## config.mk

```make
export PLATFORM = sky130hd
export DESIGN_NAME = rfbuf_irq_ctrl
export DESIGN_NICKNAME = d
export VERILOG_FILES = /design/src/rtl/rfb_pkg.sv /design/src/rtl/rfb_mem.sv /design/src/rtl/rfb_guard.sv /design/src/rtl/rfb_irq.sv /design/src/rtl/rfbuf_irq_ctrl.sv
export SDC_FILE = /design/constraint.sdc
export NUM_CORES = 1
export LEC_CHECK = 0
export BUFFER_PORTS_ARGS = -buffer_cell sky130_fd_sc_hd__clkbuf_2
export CORE_ASPECT_RATIO = 1.25
export CORE_MARGIN = 5
export CORE_UTILIZATION = 60
export DETAILED_ROUTE_END_ITERATION = 12
export GPL_TIMING_DRIVEN = 1
export MAX_ROUTING_LAYER = met4
export PLACE_DENSITY = 0.76
export SYNTH_ARGS = -nofsm -noshare
export SYNTH_HDL_FRONTEND = slang
export SYNTH_SLANG_ARGS = --single-unit
```

## constraint.sdc

```tcl
create_clock -name clk -period 4.6 [get_ports clk]
set_input_delay 0.46 -clock clk [delete_from_list [all_inputs] [get_ports clk]]
set_output_delay 0.46 -clock clk [all_outputs]
set_load 0.05 [all_outputs]
```

## src/rtl/rfb_pkg.sv

```systemverilog
`timescale 1ns/1ps
package rfb_pkg;

    typedef enum logic [2:0] {
        ST_IDLE  = 3'd0,
        ST_PLL   = 3'd1,
        ST_RXON  = 3'd2,
        ST_BRX   = 3'd3,
        ST_BTX   = 3'd4,
        ST_TXRDY = 3'd5
    } rstate_t;

    localparam logic [2:0] CMD_PLL   = 3'd1;
    localparam logic [2:0] CMD_TXGO  = 3'd2;
    localparam logic [2:0] CMD_RXON  = 3'd3;
    localparam logic [2:0] CMD_IDLE  = 3'd4;
    localparam logic [2:0] CMD_TXRDY = 3'd5;

    localparam logic [1:0] A_STAT = 2'd0;
    localparam logic [1:0] A_MASK = 2'd1;
    localparam logic [1:0] A_CTRL = 2'd2;
    localparam logic [1:0] A_BUF  = 2'd3;

    localparam int NIRQ = 3;

    typedef struct packed {
        logic urun;
        logic fend;
        logic fsta;
    } irqv_t;

    function automatic logic [7:0] clamp_len(input logic [7:0] b, input int unsigned lim);
        logic [7:0] l;
        l = lim[7:0];
        return (b > l) ? l : b;
    endfunction

endpackage

```

## src/rtl/rfb_mem.sv

```systemverilog
`timescale 1ns/1ps
module rfb_mem #(
    parameter int DEPTH = 128,
    parameter int AW    = $clog2(DEPTH)
) (
    input  logic          clk,
    input  logic          we,
    input  logic [AW-1:0] waddr,
    input  logic [7:0]    wdata,
    input  logic [AW-1:0] ra_addr,
    output logic [7:0]    ra_data,
    input  logic [AW-1:0] rb_addr,
    output logic [7:0]    rb_data
);
    logic [7:0] store [DEPTH];

    always_ff @(posedge clk) begin
        if (we) store[waddr] <= wdata;
    end

    assign ra_data = store[ra_addr];
    assign rb_data = store[rb_addr];
endmodule

```

## src/rtl/rfb_guard.sv

```systemverilog
`timescale 1ns/1ps
module rfb_guard #(
    parameter int CYC = 1600
) (
    input  logic clk,
    input  logic rst,
    input  logic load,
    output logic open
);
    localparam int CW = $clog2(CYC + 1);
    localparam logic [CW-1:0] CMAX = CW'(CYC);

    logic [CW-1:0] cnt;

    always_ff @(posedge clk) begin
        if (rst)             cnt <= '0;
        else if (load)       cnt <= CMAX;
        else if (cnt != '0)  cnt <= cnt - 1'b1;
    end

    assign open = (cnt == '0);

    // a fresh frame start always closes the read window
    a_r5_guard_closes: assert property (@(posedge clk) disable iff (rst)
        load |=> !open);
endmodule

```

## src/rtl/rfb_irq.sv

```systemverilog
`timescale 1ns/1ps
module rfb_irq
    import rfb_pkg::*;
(
    input  logic            clk,
    input  logic            rst,
    input  irqv_t           set,
    input  logic            clr,
    input  logic            mask_we,
    input  logic [NIRQ-1:0] mask_d,
    output logic [NIRQ-1:0] pend,
    output logic [NIRQ-1:0] mask,
    output logic            irq
);
    always_ff @(posedge clk) begin
        if (rst) begin
            pend <= '0;
            mask <= '1;
        end else begin
            pend <= (clr ? '0 : pend) | set;
            if (mask_we) mask <= mask_d;
        end
    end

    assign irq = |(pend & mask);

    // a status read with no new event leaves the line low
    a_r8_clear_on_read: assert property (@(posedge clk) disable iff (rst)
        (clr && set == '0) |=> (pend == '0 && !irq));
    // an event is never lost
    a_r8_event_kept: assert property (@(posedge clk) disable iff (rst)
        set.fend |=> pend[1]);
endmodule

```

## src/rtl/rfbuf_irq_ctrl.sv

```systemverilog
`timescale 1ns/1ps
module rfbuf_irq_ctrl
    import rfb_pkg::*;
#(
    parameter int DEPTH    = 128,
    parameter int CLK_MHZ  = 50,
    parameter int GUARD_US = 32
) (
    input  logic       clk,
    input  logic       rst,
    input  logic       hst_wr,
    input  logic       hst_rd,
    input  logic [1:0] hst_addr,
    input  logic [7:0] hst_wdata,
    output logic [7:0] hst_rdata,
    input  logic       rx_sof,
    input  logic       rx_vld,
    input  logic [7:0] rx_byte,
    input  logic       tx_pin,
    output logic       tx_stb,
    output logic [7:0] tx_byte,
    output logic       buf_empty,
    output logic       irq
);
    localparam int AW        = $clog2(DEPTH);
    localparam int GUARD_CYC = CLK_MHZ * GUARD_US;
    localparam int MAXLEN    = DEPTH - 1;
    localparam logic [AW:0] PFULL = (AW+1)'(DEPTH);

    rstate_t st;
    logic        pin_q, tx_ext, rx_bad;
    logic [AW:0] wr_ptr, rd_ptr, tx_ptr;
    logic [AW-1:0] rx_len, tx_len;
    logic [7:0]  rd_data, tx_cur, rx_clamp, tx_clamp;
    logic [NIRQ-1:0] pend, mask;
    irqv_t       ev;
    logic        rd_open;

    // host decode
    logic wr_buf, rd_buf, wr_ctl, rd_stat, wr_msk;
    logic [2:0] cmd;
    assign wr_buf  = hst_wr && hst_addr == A_BUF;
    assign rd_buf  = hst_rd && hst_addr == A_BUF;
    assign wr_ctl  = hst_wr && hst_addr == A_CTRL;
    assign wr_msk  = hst_wr && hst_addr == A_MASK;
    assign rd_stat = hst_rd && hst_addr == A_STAT;
    assign cmd     = hst_wdata[2:0];

    logic busy, tx_ready_st, tx_go, tx_acc, sof_take;
    assign busy        = (st == ST_BRX) || (st == ST_BTX);
    assign tx_ready_st = (st == ST_PLL) || (st == ST_TXRDY);
    assign tx_go       = (wr_ctl && cmd == CMD_TXGO) || (tx_pin && !pin_q);
    assign tx_acc      = tx_go && tx_ready_st;
    assign sof_take    = (st == ST_RXON) && rx_sof;

    logic cmd_clr;
    assign cmd_clr = wr_ctl && !busy && (cmd == CMD_PLL || cmd == CMD_TXRDY);

    // receive side
    logic rx_take, rx_last;
    assign rx_clamp = clamp_len(rx_byte, MAXLEN);
    assign rx_take  = (st == ST_BRX) && rx_vld && (wr_ptr < PFULL);
    assign rx_last  = rx_take && ((wr_ptr == '0) ? (rx_clamp == 8'd0)
                                                 : (wr_ptr == {1'b0, rx_len}));

    // host buffer access
    logic hw_take, rd_have, rd_take, urun;
    assign hw_take = wr_buf && (tx_ready_st || st == ST_BTX) && (wr_ptr < PFULL);
    assign rd_have = rd_ptr < wr_ptr;
    assign rd_take = rd_buf && rd_open && rd_have;
    assign urun    = rd_buf && rd_open && !rd_have && (st == ST_BRX);

    // transmit engine
    logic tx_send, tx_last;
    logic [AW-1:0] tx_len_now;
    assign tx_clamp   = clamp_len(tx_cur, MAXLEN);
    assign tx_send    = (st == ST_BTX) && (tx_ptr < wr_ptr);
    assign tx_len_now = (tx_ptr == '0) ? tx_clamp[AW-1:0] : tx_len;
    assign tx_last    = tx_send && (tx_ptr == {1'b0, tx_len_now});

    assign ev = '{urun: urun, fend: rx_last || tx_last, fsta: sof_take};

    rfb_mem #(.DEPTH(DEPTH), .AW(AW)) mem_i (
        .clk     (clk),
        .we      (rx_take || hw_take),
        .waddr   (wr_ptr[AW-1:0]),
        .wdata   (rx_take ? rx_byte : hst_wdata),
        .ra_addr (rd_ptr[AW-1:0]),
        .ra_data (rd_data),
        .rb_addr (tx_ptr[AW-1:0]),
        .rb_data (tx_cur)
    );

    rfb_guard #(.CYC(GUARD_CYC)) guard_i (
        .clk  (clk),
        .rst  (rst),
        .load (sof_take),
        .open (rd_open)
    );

    rfb_irq irq_i (
        .clk     (clk),
        .rst     (rst),
        .set     (ev),
        .clr     (rd_stat),
        .mask_we (wr_msk),
        .mask_d  (hst_wdata[NIRQ-1:0]),
        .pend    (pend),
        .mask    (mask),
        .irq     (irq)
    );

    // state
    always_ff @(posedge clk) begin
        if (rst) begin
            st     <= ST_IDLE;
            tx_ext <= 1'b0;
        end else if (sof_take) begin
            st <= ST_BRX;
        end else if (rx_last) begin
            st <= ST_RXON;
        end else if (tx_last) begin
            st <= tx_ext ? ST_TXRDY : ST_PLL;
        end else if (tx_acc) begin
            st     <= ST_BTX;
            tx_ext <= (st == ST_TXRDY);
        end else if (wr_ctl && !busy) begin
            case (cmd)
                CMD_PLL:   st <= ST_PLL;
                CMD_RXON:  st <= ST_RXON;
                CMD_IDLE:  st <= ST_IDLE;
                CMD_TXRDY: st <= ST_TXRDY;
                default:   st <= st;
            endcase
        end
    end

    // pointers and frame bookkeeping
    always_ff @(posedge clk) begin
        if (rst) begin
            wr_ptr <= '0;
            rd_ptr <= '0;
            tx_ptr <= '0;
            rx_len <= '0;
            tx_len <= '0;
            rx_bad <= 1'b0;
            pin_q  <= 1'b0;
        end else begin
            pin_q <= tx_pin;
            if (sof_take || cmd_clr || tx_last) begin
                wr_ptr <= '0;
                rd_ptr <= '0;
            end else begin
                if (rx_take || hw_take) wr_ptr <= wr_ptr + 1'b1;
                if (rd_take)            rd_ptr <= rd_ptr + 1'b1;
            end
            if (tx_acc)       tx_ptr <= '0;
            else if (tx_send) tx_ptr <= tx_ptr + 1'b1;
            if (rx_take && wr_ptr == '0) rx_len <= rx_clamp[AW-1:0];
            if (tx_send && tx_ptr == '0) tx_len <= tx_clamp[AW-1:0];
            if (sof_take)  rx_bad <= 1'b0;
            else if (urun) rx_bad <= 1'b1;
        end
    end

    // outputs
    always_ff @(posedge clk) begin
        if (rst) begin
            hst_rdata <= '0;
            tx_stb    <= 1'b0;
            tx_byte   <= '0;
        end else begin
            tx_stb  <= tx_send;
            tx_byte <= tx_send ? tx_cur : 8'd0;
            if (hst_rd) begin
                case (hst_addr)
                    A_STAT:  hst_rdata <= {{(8-NIRQ){1'b0}}, pend};
                    A_MASK:  hst_rdata <= {{(8-NIRQ){1'b0}}, mask};
                    A_CTRL:  hst_rdata <= {rx_bad, 4'b0, st};
                    default: hst_rdata <= rd_take ? rd_data : 8'd0;
                endcase
            end
        end
    end

    assign buf_empty = (rd_ptr == wr_ptr);

    // frame start is taken in the listening state
    a_r3_frame_start: assert property (@(posedge clk) disable iff (rst)
        sof_take |=> (st == ST_BRX && pend[0]));
    // the host never reads beyond the stored data
    a_r7_rd_behind_wr: assert property (@(posedge clk) disable iff (rst)
        rd_ptr <= wr_ptr);
    // reads inside the guard window leave the read pointer alone
    a_r5_guard_hold: assert property (@(posedge clk) disable iff (rst)
        (rd_buf && !rd_open && !sof_take && !cmd_clr && !tx_last) |=> $stable(rd_ptr));
    // an overtaking read in busy-receive is flagged
    a_r6_underrun: assert property (@(posedge clk) disable iff (rst)
        (st == ST_BRX && rd_buf && rd_open && rd_ptr == wr_ptr && !rx_take) |=> (pend[2] && rx_bad));
    // transmit start outside the ready states has no effect
    a_r9_tx_ignored: assert property (@(posedge clk) disable iff (rst)
        (tx_go && (st == ST_IDLE || st == ST_RXON) && !rx_sof) |=> (st != ST_BTX));
    // transmit strobes only during or just after busy-transmit
    a_r10_tx_in_busy: assert property (@(posedge clk) disable iff (rst)
        tx_stb |-> ($past(st) == ST_BTX));
endmodule

```

==> impl_metrics.env, run 1 <==
export IMPL_coreArea_mm2=0.0867
export IMPL_layout_cells_most_common="edfxtp_1"
export IMPL_antenna_violations_before_repair=3
export IMPL_timing_critical_path_slowest_cell_delay_ns=0.69
export IMPL_layout_drive_gt1_share_pct=34.6
export IMPL_clock_tree_buffer_depth=3
export IMPL_async_reset_ff_share_pct=0
export IMPL_final_area_mm2=0.0588
export IMPL_number_of_register_bits_inferred_by_synthesis=1116
export IMPL_report_final_slew_viol_count=0
export IMPL_worst_ep_required_time_ns=5.22
export IMPL_design_die_area_mm2=0.0930
export IMPL_placed_area_mm2=0.0552
export IMPL_ant_nets=0
export IMPL_timing_hold_violations_final=0
export IMPL_clock_transition_at_the_registers_of_the_reported_paths_ns=0.07
export IMPL_finalNetCount=3036
export IMPL_worst_setup_path_end_kind="register"
export IMPL_crit_path_top_delay_cell="dfxtp_4"
export IMPL_gp_congestion=1.05
export IMPL_groute_usage_overall_pct=36.6
export IMPL_final_fill_count=5514
export IMPL_flow_area_growth_from_synthesis_pct=12.6
export IMPL_synth_yosys_seq_area_share_pct=62.5
export IMPL_port_buffer_count=43
export IMPL_drt_drc_violations_left=0
export IMPL_timing_setup_critical_path_class="reg2reg"
export IMPL_clock_root_buffer="clkbuf_16"
export IMPL_die_height_um=340
export IMPL_max_slew_worst_pin_slew_ns=1.37
export IMPL_cts_tree="built"
export IMPL_total_cts_buffers=107
export IMPL_synth_warnings=0
export IMPL_postSynth_topFlopCell="edfxtp_1"
export IMPL_number_of_enable_type_register_cells_in_the_synthesized_netlist=1024
export IMPL_worstPathArrival_ns=4.98
export IMPL_syn_nets=2854
export IMPL_commonest_cells_after_routing_fill_and_taps_aside="edfxtp_1 (1,024), mux4_2 (556), buf_4 (200), nor2_1 (194), mux2i_1 (121)"
export IMPL_io_pin_count=44
export IMPL_syn_inst=2808
export IMPL_fin_util_pct=67.7
export IMPL_routed_wl_mm=165
export IMPL_chipWidth_um=274
export IMPL_max_cap_viol_count=0
export IMPL_syn_avg_cell_area_um2=18.6
export IMPL_dr_first_iter_drc_count=5297
export IMPL_globalRoute_totalOverflow=0
export IMPL_worst_clock_skew_ns=0.0223
export IMPL_path_cells="buf_12 -> buf_4 -> mux4_2 -> a22o_1 -> a211o_1 -> a21oi_1 -> a2111oi_0 -> nand2_1 -> o2111ai_1 -> or4b_1 -> a211oi_2"
export IMPL_numClockSinks=1116
export IMPL_powerDensity_mw_per_mm2=349
export IMPL_insertion_delay_ns=0.70
export IMPL_crit_path_max_fo=17
export IMPL_synth_lib_cells_used_distinct=70
export IMPL_detailed_route_vias_per_instance=7.52
export IMPL_fmax_mhz=229
export IMPL_unrepaired_setup_endpoints_after_global_routing="false"
export IMPL_setup_tns_ns=0
export IMPL_timing_final_setup_violations=0
export IMPL_maxSlewHeadroom_pct=8.61
export IMPL_grt_first_pass_wirelength_mm=234
export IMPL_cp_start_kind="register"
export IMPL_hold_path_startpoint="hst_wdata[2]"
export IMPL_htree_levels=3
export IMPL_row_count=121
export IMPL_worstHoldPathType="in2reg"
export IMPL_leakage_power_summed_over_all_cells_uw=0.0176
export IMPL_synthesis_area_mm2=0.0522
export IMPL_layout_worst_path_cycle_share_pct=94.8
export IMPL_ir_worst_vdd_mv=0.268
export IMPL_dr_total_vias=32000
export IMPL_finalWorstPathRequiredPeriod_ns=4.36
export IMPL_floorplan_initialDensity_pct=60.1
export IMPL_drt_pre_antenna_iters=8
export IMPL_place_hpwl_mm=110
export IMPL_first_global_vias=32100
export IMPL_grt_start_max_net_pins=119
export IMPL_run_status="finished clean"
export IMPL_wire_per_inst_um=38.8
[routing by layer]
metal  track usage [%]  vias up  wire (um)
met1              46.3    16300      53500
met2              54.2     2714      76200
met5                 -        -          0
li1                  -    12300          -
met3              7.67      646      20500
met4              24.5        0      14900
[logic make-up after synthesis]
| logic type | after synthesis | synth area share, % |
|---|---|---|
| xor+xnor | 27 | 0.453 |
| simple gates | 435 | 3.95 |
| mux | 719 | 27.2 |
| buf+inv | 235 | 1.92 |
| flops | 1116 | 62.5 |
| fa+ha+maj | 21 | 0.504 |
| compound gates | 255 | 3.46 |
[critical path, delay by kind of cell, from the launching register on]
kind / cells / cell delay (ns)
mux: 1 / 0.53
flops: 1 / 0.69
compound gates: 6 / 1.78
buf+inv: 2 / 0.47
simple gates: 2 / 0.77
[repair_timing]
action,in CTS,in global routing
hold buffers,1,0
gates resized for setup,0,1
setup buffers,0,1
setup endpoints to repair,0,24
endpoints found under the hold margin,1,0
[cell type report]
cell class	instances	area, um^2	area share (%)
inverters	32	120	0.204
multi-input cells	1457	18700	31.8
clock buffers	123	2750	4.68
well taps	1168	1460	2.49
diodes	1	2.50	0.00426
repair buffers	276	2370	4.03
flip-flops and latches	1116	32600	55.5
clock inverters	78	767	1.31
[synthesized netlist by cell type, types with 10 or more instances]
cell type  count  area, um^2
edfxtp_1    1024       30700
nor4_1        17         106
ha_1          21         263
clkbuf_1     102         383
mux2_2        41         462
o21ai_0       21         105
nor2_1       196         736
nor3_1        42         210
buf_2         44         220
mux2i_1      121        1210
a22oi_1       66         495
o22ai_1       11        68.8
nand3_1       30         150
nand2b_1      18         113
a211oi_1      11        82.6
nand2_1       55         206
nor2b_1       17         106
mux4_2       556       12500
dfxtp_1       92        1840
a22o_1        10        87.6
buf_1         44         165
a21oi_1       53         265
xnor2_1       22         193
inv_1         31         116
[power breakdown]
group	leakage [uW]	total, uW	internal [uW]	switching (uW)
logic	0.00594	457	130	327
clock network	0.00173	8900	4990	3920
registers	0.00995	11100	11100	37.8
[state kept, by name (all words and copies together), names as in the netlist, named ones only]
register     flops
guard_i.cnt     11
hst_rdata        8
irq_i.mask       3
irq_i.pend       3
mem_i.store   1024
pin_q            1
rd_ptr           8
rx_bad           1
rx_len           7
st               3
tx_byte          8
tx_ext           1
tx_len           7
tx_ptr           8
tx_stb           1
wr_ptr           8
[path summary, 6_finish.rpt]
path	end	slack (ns)	cells past startpoint
max	st[0]$_SDFFE_PP0P_	0.24	11
min	irq_i.mask[2]$_SDFFE_PP1P_	0.08	2
max reg2reg	st[0]$_SDFFE_PP0P_	0.24	11
min reg2reg	rx_bad$_SDFFE_PP0P_	0.45	2
[through the flow]
step	std cells	power [uW]	setup slack [ns]	hold slack (ns)
3_5_place_dp	4047	11800	0.0952	0.439
2_1_floorplan	2808	11600	0.858	0.426
6_report	4251	20500	0.238	0.0776
4_1_cts	4249	20500	0.0653	0.0446
3_3_place_gp	4047	11800	0.187	0.438
5_1_grt	4251	21000	0.194	0.0782
No activity file was read; power rests on OpenSTA's default activity.
==> inputs of run 2 (changes only) <==
==> constraint.sdc (replaced) <==
create_clock -name clk -period 4.6 [get_ports clk]
set_input_delay 0.92 -clock clk [delete_from_list [all_inputs] [get_ports clk]]
set_output_delay 0.92 -clock clk [all_outputs]
set_load 0.05 [all_outputs]
==> run 2 against run 1 <==
  * Cell count up 0.99%
  * Worst setup slack lost 0.10 ns
  * Combinational power rose by 1%
  * Design area rose by 0.45%
  * Critical path depth rose by 3
==> impl_metrics.env, run 2 (same netlist as run 1, synthesis figures left out) <==
export IMPL_powerDensity_mw_per_mm2=346
export IMPL_clock_root_buffer="clkbuf_16"
export IMPL_timing_final_setup_violations=0
export IMPL_p_total_uw=20400
export IMPL_flip_flop_count_of_the_largest_register_all_copies_and_words_added=1024
export IMPL_unrepaired_setup_endpoints_after_global_routing="false"
export IMPL_htree_levels=3
export IMPL_fin_util_pct=68.0
export IMPL_ant_nets=0
export IMPL_design_die_area_mm2=0.0930
export IMPL_insertion_delay_ns=0.70
export IMPL_antenna_violations_before_repair=5
export IMPL_finalWorstPathRequiredPeriod_ns=4.47
export IMPL_detailed_route_vias_per_instance=7.46
export IMPL_flow_area_growth_from_synthesis_pct=13.1
export IMPL_timing_hold_violations_final=0
export IMPL_coreArea_mm2=0.0867
export IMPL_groute_usage_overall_pct=36.6
export IMPL_dr_total_vias=32000
export IMPL_numClockSinks=1116
export IMPL_worstHoldPathType="reg2reg"
export IMPL_commonest_cells_after_routing_fill_and_taps_aside="edfxtp_1 (1,024), mux4_2 (556), buf_4 (253), nor2_1 (193), mux2i_1 (121)"
export IMPL_grt_start_max_net_pins=129
export IMPL_floorplan_initialDensity_pct=60.1
export IMPL_place_hpwl_mm=110
export IMPL_drt_drc_violations_left=0
export IMPL_layout_drive_gt1_share_pct=35.7
export IMPL_max_slew_worst_pin_slew_ns=1.37
export IMPL_cts_tree="built"
export IMPL_worstPathArrival_ns=5.05
export IMPL_maxSlewHeadroom_pct=8.87
export IMPL_layout_worst_path_cycle_share_pct=97.1
export IMPL_final_area_mm2=0.0590
export IMPL_clock_transition_at_the_registers_of_the_reported_paths_ns=0.07
export IMPL_finalNetCount=3080
export IMPL_crit_path_max_fo=33
export IMPL_die_height_um=340
export IMPL_cp_start_kind="register"
export IMPL_fmax_mhz=224
export IMPL_layout_cells_most_common="edfxtp_1"
export IMPL_report_final_slew_viol_count=0
export IMPL_leakage_power_summed_over_all_cells_uw=0.0178
export IMPL_multi_input_area_mm2=0.0187
export IMPL_gp_congestion=0.987
export IMPL_max_cap_viol_count=0
export IMPL_dr_first_iter_drc_count=5595
export IMPL_worst_setup_path_end_kind="register"
export IMPL_run_status="finished clean"
export IMPL_first_global_vias=31900
export IMPL_regMostFlops="mem_i.store"
export IMPL_row_count=121
export IMPL_cts_hold_buffers=0
export IMPL_final_fill_count=5449
export IMPL_ir_worst_vdd_mv=0.360
export IMPL_clock_tree_buffer_depth=3
export IMPL_wire_per_inst_um=38.3
export IMPL_placed_cells=4094
export IMPL_drt_pre_antenna_iters=7
export IMPL_io_pin_count=44
export IMPL_port_buffer_count=43
export IMPL_chipWidth_um=274
export IMPL_timing_setup_critical_path_class="reg2reg"
export IMPL_regArea_mm2=0.0326
export IMPL_grt_first_pass_wirelength_mm=233
export IMPL_total_cts_buffers=104
export IMPL_globalRoute_totalOverflow=0
export IMPL_worst_ep_required_time_ns=5.19
export IMPL_post_layout_nonfiller_instances=4293
export IMPL_placed_area_mm2=0.0555
export IMPL_worst_clock_skew_ns=0.0264
export IMPL_routed_wl_mm=165
export IMPL_largest_regs="mem_i.store: 1024 flops, guard_i.cnt: 11 flops"
==> run 2: changes by cell type in the layout (fill, tap and decap cells not counted), sizes merged <==
cell,previous run,this run
clkbuf,166,169
clkinv,59,39
clkinvlp,3,9
buf,232,280
inv,36,37
dlygate4sd3,1,0
diode,1,5
bufinv,12,13
==> run 2: power breakdown <==
part | total [uW] | switching (uW) | internal (uW)
clock | 8830 | 3820 | 5020
combinational | 462 | 331 | 131
sequential | 11100 | 37.5 | 11100
total | 20400 | 4180 | 16300
==> run 2: final timing paths <==
path,start,endpoint,slack [ns],cells after the start
max,register,register,0.13,14
min reg2reg,rx_bad$_SDFFE_PP0P_,rx_bad$_SDFFE_PP0P_,0.47,2
min,rx_bad$_SDFFE_PP0P_,rx_bad$_SDFFE_PP0P_,0.47,2
max reg2reg,register,register,0.13,14
==> run 2: critical path, stage by stage, from the launching register on <==
cell and delay (ns):
dfxtp_4 0.69, buf_12 0.36, buf_4 0.21, nand2_1 0.43
nor3_1 0.32, nor4_1 0.09, buf_4 0.22, o21ai_1 0.50
o221ai_2 0.42, buf_4 0.27, o31ai_1 0.19, buf_4 0.16
nor4b_4 0.05, buf_12 0.17, a211oi_1 0.23
==> run 2: repair_timing <==
action                                 in CTS  in global routing
endpoints found under the hold margin       0                  0
setup buffers                               1                  1
setup endpoints to repair                  19                 26
gates resized for setup                     0                  2
pin swaps                                   1                  0
==> run 2: cell type report <==
class	instances	area share (%)
repair buffers	323	4.50
flip-flops and latches	1116	55.3
multi-input cells	1457	31.6
well taps	1168	2.48
inverters	32	0.204
clock buffers	126	4.67
clock inverters	66	1.22
diodes	5	0.0212
==> run 2: layer usage <==
layer	routed length, um	vias up	global-route usage [%]
met5	0	-	-
met4	15100	0	24.4
met3	20900	642	8.65
met2	75900	2682	54.0
met1	52700	16400	45.6
li1	-	12400	-
==> run 2: per-stage QoR <==
stage	TNS (ns)	setup slack, ns	hold slack, ns
detailed placement	-0.213	-0.0348	0.446
floorplan	0	0.634	0.426
global route	0	0.158	0.463
global placement	0	0.00109	0.442
finish	0	0.135	0.466
CTS	0	0.238	0.453
